$ cat src/rtl/axi_lim_pkg.sv
package axi_lim_pkg;
  localparam int unsigned ID_W    = 1;
  localparam int unsigned ADDR_W  = 36;
  localparam int unsigned LEN_W   = 4;
  localparam int unsigned SIZE_W  = 3;
  localparam int unsigned BURST_W = 2;
  localparam int unsigned LOCK_W  = 2;
  localparam int unsigned CACHE_W = 4;
  localparam int unsigned PROT_W  = 3;
  localparam int unsigned RESP_W  = 2;
  localparam int unsigned DATA_W  = 256;
  localparam int unsigned STRB_W  = DATA_W / 8;

  typedef struct packed {
    logic [ID_W-1:0]    id;
    logic [ADDR_W-1:0]  addr;
    logic [LEN_W-1:0]   len;
    logic [SIZE_W-1:0]  size;
    logic [BURST_W-1:0] burst;
    logic [LOCK_W-1:0]  lock;
    logic [CACHE_W-1:0] cache;
    logic [PROT_W-1:0]  prot;
  } addr_cmd_t;
endpackage

$ cat src/rtl/inflight_ctr.sv
module inflight_ctr #(
  parameter  int unsigned MAX   = 5,
  localparam int unsigned CNT_W = $clog2(MAX + 1)
) (
  input  logic             clk_i,
  input  logic             rst_ni,
  input  logic             inc_i,
  input  logic             dec_i,
  output logic [CNT_W-1:0] cnt_o,
  output logic             full_o,
  output logic             allow_o
);
  logic [CNT_W-1:0] cnt_q, cnt_d;
  logic             dec_eff;

  assign full_o  = (cnt_q == CNT_W'(MAX));
  // at ceiling cnt_q != 0, so a retirement is always effective there
  assign allow_o = !full_o || dec_i;
  assign dec_eff = dec_i && ((cnt_q != '0) || inc_i);
  assign cnt_o   = cnt_q;

  always_comb begin
    cnt_d = cnt_q;
    if (inc_i && !dec_eff)      cnt_d = cnt_q + 1'b1;
    else if (!inc_i && dec_eff) cnt_d = cnt_q - 1'b1;
  end

  always_ff @(posedge clk_i or negedge rst_ni) begin
    if (!rst_ni) cnt_q <= '0;
    else         cnt_q <= cnt_d;
  end


  no_overflow_chk: assert property (@(posedge clk_i) disable iff (!rst_ni)
    cnt_q <= CNT_W'(MAX));

  no_underflow_chk: assert property (@(posedge clk_i) disable iff (!rst_ni)
    (cnt_q == '0 && !inc_i) |=> cnt_q == '0);

  both_hold_chk: assert property (@(posedge clk_i) disable iff (!rst_ni)
    (inc_i && dec_i) |=> $stable(cnt_q));

  step_up_chk: assert property (@(posedge clk_i) disable iff (!rst_ni)
    (inc_i && !dec_i) |=> cnt_q == $past(cnt_q) + 1'b1);
endmodule

$ cat src/rtl/addr_gate.sv
module addr_gate
  import axi_lim_pkg::*;
(
  input  logic      clk_i,
  input  logic      rst_ni,
  input  logic      allow_i,
  input  addr_cmd_t up_cmd_i,
  input  logic      up_valid_i,
  output logic      up_ready_o,
  output addr_cmd_t dn_cmd_o,
  output logic      dn_valid_o,
  input  logic      dn_ready_i,
  output logic      fire_o
);
  assign dn_cmd_o   = up_cmd_i;
  assign dn_valid_o = up_valid_i && allow_i;
  assign up_ready_o = dn_ready_i && allow_i;
  assign fire_o     = dn_valid_o && dn_ready_i;


  gate_block_chk: assert property (@(posedge clk_i) disable iff (!rst_ni)
    !allow_i |-> (!dn_valid_o && !up_ready_o));

  valid_hold_chk: assert property (@(posedge clk_i) disable iff (!rst_ni)
    (dn_valid_o && !dn_ready_i) |=> dn_valid_o);
endmodule

$ cat src/rtl/axi_inflight_limiter.sv
module axi_inflight_limiter
  import axi_lim_pkg::*;
#(
  parameter  int unsigned WR_MAX   = 5,
  parameter  int unsigned RD_MAX   = 5,
  localparam int unsigned WR_CNT_W = $clog2(WR_MAX + 1),
  localparam int unsigned RD_CNT_W = $clog2(RD_MAX + 1)
) (
  input  logic                clk_i,
  input  logic                rst_ni,
  input  logic [ID_W-1:0]     s_awid_i,
  input  logic [ADDR_W-1:0]   s_awaddr_i,
  input  logic [LEN_W-1:0]    s_awlen_i,
  input  logic [SIZE_W-1:0]   s_awsize_i,
  input  logic [BURST_W-1:0]  s_awburst_i,
  input  logic [LOCK_W-1:0]   s_awlock_i,
  input  logic [CACHE_W-1:0]  s_awcache_i,
  input  logic [PROT_W-1:0]   s_awprot_i,
  input  logic                s_awvalid_i,
  output logic                s_awready_o,
  output logic [ID_W-1:0]     m_awid_o,
  output logic [ADDR_W-1:0]   m_awaddr_o,
  output logic [LEN_W-1:0]    m_awlen_o,
  output logic [SIZE_W-1:0]   m_awsize_o,
  output logic [BURST_W-1:0]  m_awburst_o,
  output logic [LOCK_W-1:0]   m_awlock_o,
  output logic [CACHE_W-1:0]  m_awcache_o,
  output logic [PROT_W-1:0]   m_awprot_o,
  output logic                m_awvalid_o,
  input  logic                m_awready_i,
  input  logic [ID_W-1:0]     s_wid_i,
  input  logic [DATA_W-1:0]   s_wdata_i,
  input  logic [STRB_W-1:0]   s_wstrb_i,
  input  logic                s_wlast_i,
  input  logic                s_wvalid_i,
  output logic                s_wready_o,
  output logic [ID_W-1:0]     m_wid_o,
  output logic [DATA_W-1:0]   m_wdata_o,
  output logic [STRB_W-1:0]   m_wstrb_o,
  output logic                m_wlast_o,
  output logic                m_wvalid_o,
  input  logic                m_wready_i,
  input  logic [ID_W-1:0]     m_bid_i,
  input  logic [RESP_W-1:0]   m_bresp_i,
  input  logic                m_bvalid_i,
  output logic                m_bready_o,
  output logic [ID_W-1:0]     s_bid_o,
  output logic [RESP_W-1:0]   s_bresp_o,
  output logic                s_bvalid_o,
  input  logic                s_bready_i,
  input  logic [ID_W-1:0]     s_arid_i,
  input  logic [ADDR_W-1:0]   s_araddr_i,
  input  logic [LEN_W-1:0]    s_arlen_i,
  input  logic [SIZE_W-1:0]   s_arsize_i,
  input  logic [BURST_W-1:0]  s_arburst_i,
  input  logic [LOCK_W-1:0]   s_arlock_i,
  input  logic [CACHE_W-1:0]  s_arcache_i,
  input  logic [PROT_W-1:0]   s_arprot_i,
  input  logic                s_arvalid_i,
  output logic                s_arready_o,
  output logic [ID_W-1:0]     m_arid_o,
  output logic [ADDR_W-1:0]   m_araddr_o,
  output logic [LEN_W-1:0]    m_arlen_o,
  output logic [SIZE_W-1:0]   m_arsize_o,
  output logic [BURST_W-1:0]  m_arburst_o,
  output logic [LOCK_W-1:0]   m_arlock_o,
  output logic [CACHE_W-1:0]  m_arcache_o,
  output logic [PROT_W-1:0]   m_arprot_o,
  output logic                m_arvalid_o,
  input  logic                m_arready_i,
  input  logic [ID_W-1:0]     m_rid_i,
  input  logic [DATA_W-1:0]   m_rdata_i,
  input  logic [RESP_W-1:0]   m_rresp_i,
  input  logic                m_rlast_i,
  input  logic                m_rvalid_i,
  output logic                m_rready_o,
  output logic [ID_W-1:0]     s_rid_o,
  output logic [DATA_W-1:0]   s_rdata_o,
  output logic [RESP_W-1:0]   s_rresp_o,
  output logic                s_rlast_o,
  output logic                s_rvalid_o,
  input  logic                s_rready_i,
  output logic [WR_CNT_W-1:0] wr_cnt_o,
  output logic [RD_CNT_W-1:0] rd_cnt_o,
  output logic                wr_full_o,
  output logic                rd_full_o
);
  addr_cmd_t aw_up, aw_dn, ar_up, ar_dn;
  logic      wr_allow, rd_allow, aw_fire, ar_fire, wr_retire, rd_retire;

  assign aw_up = '{id: s_awid_i, addr: s_awaddr_i, len: s_awlen_i, size: s_awsize_i,
                   burst: s_awburst_i, lock: s_awlock_i, cache: s_awcache_i, prot: s_awprot_i};
  assign ar_up = '{id: s_arid_i, addr: s_araddr_i, len: s_arlen_i, size: s_arsize_i,
                   burst: s_arburst_i, lock: s_arlock_i, cache: s_arcache_i, prot: s_arprot_i};

  assign m_awid_o    = aw_dn.id;
  assign m_awaddr_o  = aw_dn.addr;
  assign m_awlen_o   = aw_dn.len;
  assign m_awsize_o  = aw_dn.size;
  assign m_awburst_o = aw_dn.burst;
  assign m_awlock_o  = aw_dn.lock;
  assign m_awcache_o = aw_dn.cache;
  assign m_awprot_o  = aw_dn.prot;
  assign m_arid_o    = ar_dn.id;
  assign m_araddr_o  = ar_dn.addr;
  assign m_arlen_o   = ar_dn.len;
  assign m_arsize_o  = ar_dn.size;
  assign m_arburst_o = ar_dn.burst;
  assign m_arlock_o  = ar_dn.lock;
  assign m_arcache_o = ar_dn.cache;
  assign m_arprot_o  = ar_dn.prot;

  // write data channel: untouched
  assign m_wid_o    = s_wid_i;
  assign m_wdata_o  = s_wdata_i;
  assign m_wstrb_o  = s_wstrb_i;
  assign m_wlast_o  = s_wlast_i;
  assign m_wvalid_o = s_wvalid_i;
  assign s_wready_o = m_wready_i;

  // response channels: untouched
  assign s_bid_o    = m_bid_i;
  assign s_bresp_o  = m_bresp_i;
  assign s_bvalid_o = m_bvalid_i;
  assign m_bready_o = s_bready_i;
  assign s_rid_o    = m_rid_i;
  assign s_rdata_o  = m_rdata_i;
  assign s_rresp_o  = m_rresp_i;
  assign s_rlast_o  = m_rlast_i;
  assign s_rvalid_o = m_rvalid_i;
  assign m_rready_o = s_rready_i;

  assign wr_retire = m_bvalid_i && s_bready_i;
  assign rd_retire = m_rvalid_i && s_rready_i && m_rlast_i;

  addr_gate i_aw_gate (
    .clk_i, .rst_ni, .allow_i(wr_allow),
    .up_cmd_i(aw_up), .up_valid_i(s_awvalid_i), .up_ready_o(s_awready_o),
    .dn_cmd_o(aw_dn), .dn_valid_o(m_awvalid_o), .dn_ready_i(m_awready_i),
    .fire_o(aw_fire)
  );

  addr_gate i_ar_gate (
    .clk_i, .rst_ni, .allow_i(rd_allow),
    .up_cmd_i(ar_up), .up_valid_i(s_arvalid_i), .up_ready_o(s_arready_o),
    .dn_cmd_o(ar_dn), .dn_valid_o(m_arvalid_o), .dn_ready_i(m_arready_i),
    .fire_o(ar_fire)
  );

  inflight_ctr #(.MAX(WR_MAX)) i_wr_ctr (
    .clk_i, .rst_ni, .inc_i(aw_fire), .dec_i(wr_retire),
    .cnt_o(wr_cnt_o), .full_o(wr_full_o), .allow_o(wr_allow)
  );

  inflight_ctr #(.MAX(RD_MAX)) i_rd_ctr (
    .clk_i, .rst_ni, .inc_i(ar_fire), .dec_i(rd_retire),
    .cnt_o(rd_cnt_o), .full_o(rd_full_o), .allow_o(rd_allow)
  );


  nonlast_hold_chk: assert property (@(posedge clk_i) disable iff (!rst_ni)
    (m_rvalid_i && s_rready_i && !m_rlast_i && !ar_fire) |=> $stable(rd_cnt_o));

  rd_indep_chk: assert property (@(posedge clk_i) disable iff (!rst_ni)
    (wr_full_o && !rd_full_o) |-> (m_arvalid_o == s_arvalid_i));

  wr_admit_chk: assert property (@(posedge clk_i) disable iff (!rst_ni)
    (wr_full_o && wr_retire) |-> (s_awready_o == m_awready_i));
endmodule

$ cat config.mk
export PLATFORM = sky130hd
export DESIGN_NAME = axi_inflight_limiter
export DESIGN_NICKNAME = d
export VERILOG_FILES = /design/src/rtl/axi_lim_pkg.sv /design/src/rtl/inflight_ctr.sv /design/src/rtl/addr_gate.sv /design/src/rtl/axi_inflight_limiter.sv
export SDC_FILE = /design/constraint.sdc
export NUM_CORES = 1
export LEC_CHECK = 0
export BUFFER_PORTS_ARGS = -buffer_cell sky130_fd_sc_hd__buf_4
export CORE_AREA = 2 2 535 537
export DETAILED_ROUTE_END_ITERATION = 12
export DIE_AREA = 0 0 537 539
export SLEW_MARGIN = 10
export SYNTH_ARGS = -nofsm -noshare
export SYNTH_HDL_FRONTEND = slang
export SYNTH_HIERARCHICAL = 1
export SYNTH_SLANG_ARGS = --single-unit
$ cat constraint.sdc
create_clock -name clk_i -period 3.1 [get_ports clk_i]
set_input_delay 0.31 -clock clk_i [delete_from_list [all_inputs] [get_ports clk_i]]
set_output_delay 0.31 -clock clk_i [all_outputs]
set_load 0.1 [all_outputs]
Yosys cells after proc, flatten, opt, wreduce, memory -nomap -nowiden
Index checks and enable logic that the tools add are counted.
{"block": "word_totals", "ff_bits": 6, "inputBits": 675, "out_inout_bits": 681, "elab_cells": 41}
{"block": "op_classes", "n_addsub": 4, "n_eq_ne": 2, "muxes": 4, "reduce_logical": 29}
{"cell": "$logic_and 1x1->1", "n": 15}
{"cell": "$mux 3", "n": 4}
{"cell": "$add 3x1->3 const B", "n": 2}
{"cell": "$eq 3x3->1 const B", "n": 2}
{"cell": "$logic_not 1->1", "n": 6}
{"cell": "$reduce_bool 3->1", "n": 2}
{"cell": "$sub 3x1->3 const B", "n": 2}
{"cell": "$logic_or 1x1->1", "n": 4}
{"cell": "$reduce_bool 2->1", "n": 2}

Longest topological paths before layout
Gate-level depths: netlist of the first run.
{"block": "logic_depth", "depth_word": 10, "mapped_depth": 10}

Cells and area by module
The synthesis of the first run kept the hierarchy.
{"mod": "axi_inflight_limiter", "n_inst": 1, "cells_per_inst": 561, "area_each_um2": 4209.0, "seq_area_each_um2": 0.0}
{"mod": "addr_gate", "n_inst": 2, "cells_per_inst": 58, "area_each_um2": 431.7, "seq_area_each_um2": 0.0}
{"mod": "inflight_ctr", "n_inst": 2, "cells_per_inst": 29, "area_each_um2": 242.7, "seq_area_each_um2": 75.1}

Worst setup path after synthesis of the first run
OpenSTA, ideal clock, no wires.
{"block": "synth_timing", "path_type": "register -> register", "startpoint": "register i_rd_ctr.cnt_q[0] (netlist: i_rd_ctr/cnt_o[0])", "endpoint": "register i_rd_ctr.cnt_q[1] (netlist: i_rd_ctr/cnt_o[1])", "setup_ps": 129, "arrival_time_ps": 3602, "slack_ps": -631, "stages_incl_launch_ff": 9, "n_path_buf": 0, "cell_sequence": "dfrtp_1 > nand2_1 > nor2_1 > nand2_1 > and3_1 > nand2_1 > fa_1 > o21ai_0 > o22ai_1"}
{"block": "synth_between", "elab_chain_len": 10, "elab_cells_between_ends": 17, "classes_between": "2 x add/sub; 1 x eq/ne; 2 x mux; 12 x reduce/logical"}
{"item": "from (decl)", "line": "inflight_ctr.sv:13", "text": "logic [CNT_W-1:0] cnt_q, cnt_d;"}
{"item": "from (signal assigned)", "line": "inflight_ctr.sv:30", "text": "else cnt_q <= cnt_d;"}
{"item": "$eq 3x3->1 *", "line": "inflight_ctr.sv:16", "text": "assign full_o = (cnt_q == CNT_W'(MAX));"}
{"item": "via rd_full_o", "line": "axi_inflight_limiter.sv:86", "text": "output logic rd_full_o"}
{"item": "$logic_not 1->1 *", "line": "inflight_ctr.sv:18", "text": "assign allow_o = !full_o || dec_i;"}
{"item": "$logic_or 1x1->1 *", "line": "inflight_ctr.sv:18"}
{"item": "via rd_allow", "line": "axi_inflight_limiter.sv:89", "text": "logic wr_allow, rd_allow, aw_fire, ar_fire, wr_retire, rd_retire;"}
{"item": "$logic_and 1x1->1 *", "line": "addr_gate.sv:16", "text": "assign dn_valid_o = up_valid_i && allow_i;"}
{"item": "$logic_and 1x1->1 *", "line": "addr_gate.sv:18", "text": "assign fire_o = dn_valid_o && dn_ready_i;"}
{"item": "via ar_fire", "line": "axi_inflight_limiter.sv:89"}
{"item": "$logic_or 1x1->1", "line": "inflight_ctr.sv:19", "text": "assign dec_eff = dec_i && ((cnt_q != '0) || inc_i);"}
{"item": "$logic_and 1x1->1", "line": "inflight_ctr.sv:19"}
{"item": "$logic_not 1->1", "line": "inflight_ctr.sv:24", "text": "if (inc_i && !dec_eff) cnt_d = cnt_q + 1'b1;"}
{"item": "$logic_and 1x1->1 *", "line": "inflight_ctr.sv:24"}
{"item": "$mux 3 *", "line": "inflight_ctr.sv:24"}
{"item": "via i_rd_ctr.cnt_d[1]", "line": "inflight_ctr.sv:13"}
The timed path passes the listed nets; every way through them passes the cells marked *. The select of a mux whose other input is x is not followed.
A chain may end at the register's enable or synchronous reset.

Final worst setup path of the first run
{"block": "layout_timing", "startpoint": "register i_wr_ctr.cnt_q[0] (netlist: i_wr_ctr/cnt_o[0])", "endpoint": "register i_wr_ctr.cnt_q[2] (netlist: i_wr_ctr/cnt_o[2])"}
{"block": "layout_between", "elab_chain_len": 10, "elab_cells_between_ends": 17, "classes_between": "2 x add/sub; 1 x eq/ne; 2 x mux; 12 x reduce/logical"}
{"item": "from (decl)", "line": "inflight_ctr.sv:13"}
{"item": "from (signal assigned)", "line": "inflight_ctr.sv:30"}
{"item": "$eq 3x3->1 *", "line": "inflight_ctr.sv:16"}
{"item": "$logic_not 1->1 *", "line": "inflight_ctr.sv:18"}
{"item": "$logic_or 1x1->1 *", "line": "inflight_ctr.sv:18"}
{"item": "via wr_allow", "line": "axi_inflight_limiter.sv:89"}
{"item": "$logic_and 1x1->1 *", "line": "addr_gate.sv:16"}
{"item": "$logic_and 1x1->1 *", "line": "addr_gate.sv:18"}
{"item": "via aw_fire", "line": "axi_inflight_limiter.sv:89"}
{"item": "$logic_or 1x1->1", "line": "inflight_ctr.sv:19"}
{"item": "$logic_and 1x1->1", "line": "inflight_ctr.sv:19"}
{"item": "$logic_not 1->1", "line": "inflight_ctr.sv:24"}
{"item": "$logic_and 1x1->1", "line": "inflight_ctr.sv:24"}
{"item": "$mux 3 / $reduce_bool 2->1 (equally long branches)"}
Marks and branches as above.

==> results of run 1 <==
==> report_power, final <==
| group | internal, uW | total (uW) | leakage (uW) | switching, uW |
|---|---|---|---|---|
| Combinational | 184 | 868 | 0.000267 | 684 |
| Clock | 166 | 210 | 0.0000370 | 44.7 |
| Sequential | 115 | 215 | 0.0000724 | 100 |
| Total | 465 | 1290 | 0.000376 | 829 |
==> registers in the layout (all words and copies together) (netlist names) <==
signal and flops:
i_wr_ctr/cnt_o 3, i_rd_ctr/cnt_o 3
==> routing by layer <==
| layer | up-vias | global-route usage (%) | wire, um | part of all wire (%) |
|---|---|---|---|---|
| met4 | 8 | 3.79 | 7050 | 3.3 |
| met1 | 494 | 0.721 | 3960 | 1.8 |
| met2 | 1386 | 19.7 | 83300 | 39 |
| met3 | 212 | 37.5 | 120000 | 56 |
| met5 | - | 1.22 | 536 | 0.25 |
| li1 | 294 | - | - | - |
==> worst max-delay path by stage <==
stage / start / end
finish: i_wr_ctr/cnt_o[0]$_DFFE_PN0P_ / i_wr_ctr/cnt_o[2]$_DFFE_PN0P_
global route: i_wr_ctr/cnt_o[0]$_DFFE_PN0P_ / i_wr_ctr/cnt_o[2]$_DFFE_PN0P_
CTS: i_rd_ctr/cnt_o[0]$_DFFE_PN0P_ / i_rd_ctr/cnt_o[2]$_DFFE_PN0P_
detailed placement: s_rready_i / i_rd_ctr/cnt_o[2]$_DFFE_PN0P_
global placement: s_rready_i / i_rd_ctr/cnt_o[2]$_DFFE_PN0P_
floorplan: i_rd_ctr/cnt_o[0]$_DFFE_PN0P_ / i_rd_ctr/cnt_o[1]$_DFFE_PN0P_
==> cells by family after synthesis <==
family | after synthesis | share of synthesized area, %
xor+xnor | 2 | 0.315
mux | 2 | 0.360
compound gates | 18 | 2.12
simple gates | 30 | 2.75
buf+inv | 675 | 91.0
flops | 6 | 2.70
fa+ha+maj | 2 | 0.720
==> stage by stage <==
step	util, %	hold slack, ns	total power, uW	std cells	setup slack, ns
floorplan	-	0.0144	4840	735	0.123
global placement	1.91	0.146	1090	3853	0.761
detailed placement	1.91	0.143	1100	3853	0.705
CTS	1.94	0.596	1310	3857	0.918
global route	1.94	0.620	1390	3857	0.680
finish	1.94	0.604	1290	3857	0.858
==> layout by cell type, fill, tap and decap left out <==
cell type and instances:
a21oi_1 2, a22oi_1 2, and2_1 5, and3_1 3, buf_4 27, clkbuf_16 3
dfrtp_1 6, dlygate4sd3_1 1, fa_1 2, inv_1 2, inv_2 2, mux2i_1 2
nand2_1 6, nand3_1 2, nor2_1 6, nor2_4 2, nor2b_1 2, nor3b_1 2
o2111ai_1 4, o21a_1 2, o21ai_0 6, o22ai_1 2, or3_1 2, xor2_1 2
==> area by class of cell <==
type,count,area share [%]
clock buffer,3,1.36
inverter,4,0.272
timing repair buffer,28,3.85
sequential,6,2.72
multi-input combinational,54,6.57
tap,3762,85.2
==> critical path, delay by kind of cell (launching register included) <==
kind | cells | cell delay (ns)
simple gates | 6 | 0.88
flops | 1 | 0.47
fa+ha+maj | 1 | 0.44
compound gates | 2 | 0.32
==> what timing repair did <==
| item | in CTS | in global routing |
|---|---|---|
| endpoints found under the hold margin | 6 | 0 |
| buffers inserted | 0 | 0 |
| hold buffers | 1 | 0 |
==> results by group, run 1 <==
Drt
  – Routed WL per cell: 55.7 um
  – DRC: 0
  – Remaining antenna violation count: 0
  – Initial DRC count: 266
  – Drt total wl: 215 mm
  – Vias: 2394
  – 1st-pass router iterations: 6
  – Via-per-instance ratio: 0.621

Floorplanning
  – Die H: 539 um
  – Core ar.: 284000 um2
  – Rows: 196
  – Boundary pin count: 1356
  – Initial Util: 1.96%
  – Die ar.: 289000 um2
  – Die width: 537 um

Yosys
  – Yosys top cell by area: buf_4
  – Mapped Area: 5560 um2
  – Syn nets: 1412
  – #FFs+latches synth: 6
  – Synth area leaders: buf_4 (90%), dfrtp_1 (2.7%), fa_1 (0.72%)
  – FFs w/ async S/R, synth: 100%
  – Synth cell types: 22
  – Most frequent cell after synthesis: buf_4
  – Sequential fraction of the synthesis area: 2.70%
  – Synth Flop Type: dfrtp_1
  – Mean Syn Cell Area: 7.56 um2
  – Cell count after synthesis: 735
  – Commonest cells post-synth: buf_4 (669), nor2_1 (8), dfrtp_1 (6), nand2_1 (6), o21ai_0 (6)
  – Yosys warnings: 6
  – Post-synth EDFFs: 0
  – Top cell type's share of synthesized area: 90.4%

Pwr
  – Peak supply drop: 0.000276 V
  – PD cells: 234 nW/um2
  – P_leak: 0.000376 uW

Place
  – Final HPWL DP: 213 mm
  – Port-buffer cells: 27
  – Area after DPL: 5440 um2
  – Final GP Congestion: 0.859

Global route
  – Vias in the first global route: 2045
  – Largest net degree at the start of global routing: 10
  – GRT Total Usage: 14.2%
  – Initial antenna violation count: 5
  – First-pass GRT wire length: 221 mm
  – Grt ovf: 0

Clock network
  – Worst-Skew Late Latency: 0.23 ns
  – CTS tree: yes
  – H-tree Lvls: 1
  – Max Root-Sink Buffers: 2
  – Clock net sink count: 6
  – Clock-pin slew on the worst setup and hold paths: 0.03 ns
  – CTS Buf Count: 3
  – Root buf cell: clkbuf_16
  – Post-cts sizing count: 0

Worst setup path
  – Crit-path cells: nand2_1 > nor2_4 > nand2_1 > and3_1 > nand2_1 > fa_1 > nor3b_1 > o21ai_0 > o2111ai_1
  – Crit path top cell by count: nand2_1
  – Critical path type: reg -> reg
  – Reg2reg end: i_wr_ctr/cnt_o[2]$_DFFE_PN0P_
  – FF-to-FF setup slack: 0.86 ns
  – Crit-path max cell delay: 0.47 ns
  – Worst EP arrival: 2.33 ns
  – Critical path's slowest cell: dfrtp_1
  – Startpoint Class: register
  – R2R depth: 9
  – Crit Reg-Reg Startpoint: i_wr_ctr/cnt_o[0]$_DFFE_PN0P_
  – Worst Path Required: 3.19 ns
  – Crit path max fanout: 8
  – Crit. End Element: register

Min path
  – Hold EP: i_rd_ctr/cnt_o[0]$_DFFE_PN0P_
  – Worst hold path type: in -> reg
  – Hold_sp: s_arvalid_i
  – Hold Path Cell Cnt: 3

STA
  – Pins over their slew limit: 0
  – Final setup viols: 0
  – Period Utilization, post-route: 72.3%
  – Hold Fails Final Rpt: 0
  – Slew HR: 67.0%
  – Slew @ Worst Pin: 0.498 ns
  – Post-layout min period: 2.24 ns
  – Setup Skew: 0.000142 ns
  – Setup TNS: 0 ns
  – Highest clock rate: 0.446 GHz
  – RSZ-0062 raised after global routing: false

Finish
  – Ratio of cells with drive above 1 in the final layout: 35.8%
  – Nets: 774
  – N_diodes: 0
  – Post-synthesis to final-layout area growth: -0.630%
  – FILL cells: 34100
  – Post-route cell area: 5520 um2
  – Multi-input logic area: 363 um2
  – FF/Latch Area: 150 um2

Job
  – Total of max-cap violations: 0

Status
  – Outcome: finished, final reports clean
Note: power is estimated with default switching activity, not from simulation.
==> run 2, diff against run 1 <==
CORE_AREA = 2 2 526 528   (was 2 2 535 537)
DIE_AREA = 0 0 528 530   (was 0 0 537 539)
clock period = 2.09 ns   (was 3.1 ns; I/O delays follow)
==> results by group, run 2 (synthesized netlist as in run 1, its figures left out) <==
Clock network
  – CTS tree: yes
  – Post-cts sizing count: 0 (unchanged)
  – Root buf cell: clkbuf_16
  – H-tree Lvls: 1 (unchanged)
  – Worst-Skew Late Latency: 0.29 ns (+0.06 ns)
  – Max Root-Sink Buffers: 2 (unchanged)
  – Clock-pin slew on the worst setup and hold paths: 0.06 ns (+0.03 ns)
  – Clock net sink count: 6 (unchanged)
  – CTS Buf Count: 3 (unchanged)

Finish
  – Ratio of cells with drive above 1 in the final layout: 57.1% (+21 points)
  – Post-synthesis to final-layout area growth: -1.69%
  – Most frequent cells in the layout: buf_4 (37), nor2_1 (6), dfrtp_4 (6)
  – Most common cell after layout, fill and taps aside: buf_4
  – Nets: 784 (+1.3%)

Pwr
  – PD cells: 370 nW/um2 (+58%)
  – Peak supply drop: 0.000279 V (+1.3%)
  – Tot Pwr: 2020 uW (+56%)
  – P_leak: 0.000431 uW (+15%)

Worst setup path
  – Worst Path Required: 2.25 ns (-0.94 ns)
  – Crit-path cells: nand2_4 > nor2_4 > nand2_1 > and3_4 > nand2_2 > fa_1 > nor3b_1 > o21ai_0 > o2111ai_1
  – Crit Reg-Reg Startpoint: i_wr_ctr/cnt_o[2]$_DFFE_PN0P_
  – Startpoint Class: register
  – Crit-path max cell delay: 0.48 ns (about the same)
  – Crit path max fanout: 4 (-4)
  – Critical path's slowest cell: dfrtp_4
  – Buf/Inv on CP: 0 (unchanged)
  – CP startpoint: i_wr_ctr/cnt_o[2]$_DFFE_PN0P_
  – Top delay family on crit path: simple AND/OR/NAND/NOR gates
  – Crit. End Element: register
  – FF-to-FF setup slack: 0.12 ns (-0.74 ns)
  – Reg2reg end: i_wr_ctr/cnt_o[2]$_DFFE_PN0P_
  – R2R depth: 9 (unchanged)
  – Critical path type: reg -> reg
  – Worst EP arrival: 2.13 ns (-0.20 ns)

STA
  – Setup Skew: 0.000240 ns (+0.0000983 ns)
  – RSZ-0062 raised after global routing: false
  – Final setup viols: 0 (unchanged)
  – Pins over their slew limit: 0 (unchanged)
  – Post-layout min period: 1.97 ns (-0.272 ns)
  – Highest clock rate: 0.508 GHz (+14%)
  – Period Utilization, post-route: 94.3% (+22 points)
  – Setup WS post-layout: 0.120 ns (-0.738 ns)
  – Slew HR: 73.0% (+5.9 points)
  – Hold Fails Final Rpt: 0 (unchanged)
  – Slew @ Worst Pin: 0.409 ns (-0.0894 ns)

Floorplanning
  – Die ar.: 280000 um2 (-3.3%)
  – Initial Util: 2.02% (+0.065 points)
  – Die width: 528 um (-1.7%)
  – Die H: 530 um (-1.7%)
  – Boundary pin count: 1356 (unchanged)
  – Core ar.: 275000 um2 (-3.2%)
  – Rows: 193 (-1.5%)

Drt
  – Routed WL per cell: 60.4 um (+8.3%)
  – Drt total wl: 224 mm (+4.3%)
  – Initial DRC count: 132 (-50%)
  – DRC: 0 (unchanged)
  – Remaining antenna violation count: 0 (unchanged)
  – Vias: 2534 (+5.8%)
  – 1st-pass router iterations: 4 (-2)
  – Via-per-instance ratio: 0.682 (+10%)

Place
  – Setup slack at placement: 0.132 ns (-0.573 ns)
  – Final GP Congestion: 0.902 (+5.0%)
  – Port-buffer cells: 27 (unchanged)
  – Final HPWL DP: 222 mm (+4.3%)

Global route
  – Vias in the first global route: 2000 (-2.2%)
  – Initial antenna violation count: 4 (-1)
  – Largest net degree at the start of global routing: 9 (-1)
  – Grt ovf: 0 (unchanged)
  – First-pass GRT wire length: 230 mm (+4.1%)
  – GRT Total Usage: 15.4% (+1.2 points)

Status
  – Outcome: finished, final reports clean

Job
  – Total of max-cap violations: 0 (unchanged)

Min path
  – Worst hold path type: in -> async
run 2: changes by cell type in the layout (fill, tap and decap cells not counted), sizes merged:
cell / delta
buf: +10
diode: +1
run 2: layout make-up:
type	count	area, um2
Fill cell	32900	269000
Tap cell	3607	4510
Multi-Input combinational cell	54	398
Timing Repair Buffer	38	288
Sequential cell	6	173
Clock buffer	3	75.1
Inverter	4	15.0
Antenna cell	1	2.50
run 2: how the worst max path moves through the flow:
stage	end	slack, ns	depth (start not counted)
6_report	i_wr_ctr/cnt_o[2]$_DFFE_PN0P_	0.12	9
3_5_place_dp	i_wr_ctr/cnt_o[2]$_DFFE_PN0P_	0.13	9
4_1_cts	i_wr_ctr/cnt_o[2]$_DFFE_PN0P_	0.12	9
5_1_grt	i_rd_ctr/cnt_o[2]$_DFFE_PN0P_	0.03	9
3_3_place_gp	i_wr_ctr/cnt_o[2]$_DFFE_PN0P_	0.08	9
2_1_floorplan	i_rd_ctr/cnt_o[1]$_DFFE_PN0P_	-0.30	8
run 2: metrics by stage:
step           TNS (ns)  hold slack [ns]  utilization (%)  std cells  instance area [um2]
3_3_place_gp          0            0.147             1.96       3708                 5380
2_1_floorplan     -1.06          -0.0866                -        735                 5630
6_report              0            0.361             1.99       3713                 5460
4_1_cts               0            0.384             1.99       3712                 5460
3_5_place_dp          0            0.145             1.96       3708                 5380
5_1_grt               0            0.382             1.99       3713                 5460
run 2: what timing repair did:
item	4_1_cts	5_1_grt
buffers inserted	0	0
hold buffers	1	0
endpoints found under the hold margin	6	0
endpoints found under the setup margin	0	0
run 2: report_power, final:
part | total [uW] | internal, uW | switching [uW]
registers | 293 | 207 | 85.5
clock network | 427 | 253 | 174
logic | 1300 | 347 | 954
total | 2020 | 808 | 1210
run 2: layer usage:
metal	vias up	routed length [um]	part of all wire (%)	track usage (%)
li1	316	-	-	-
met1	498	3560	1.6	0.623
met2	1530	88700	40	21.4
met3	184	125000	56	40.6
met4	6	6630	3.0	4.50
met5	-	427	0.19	1.03
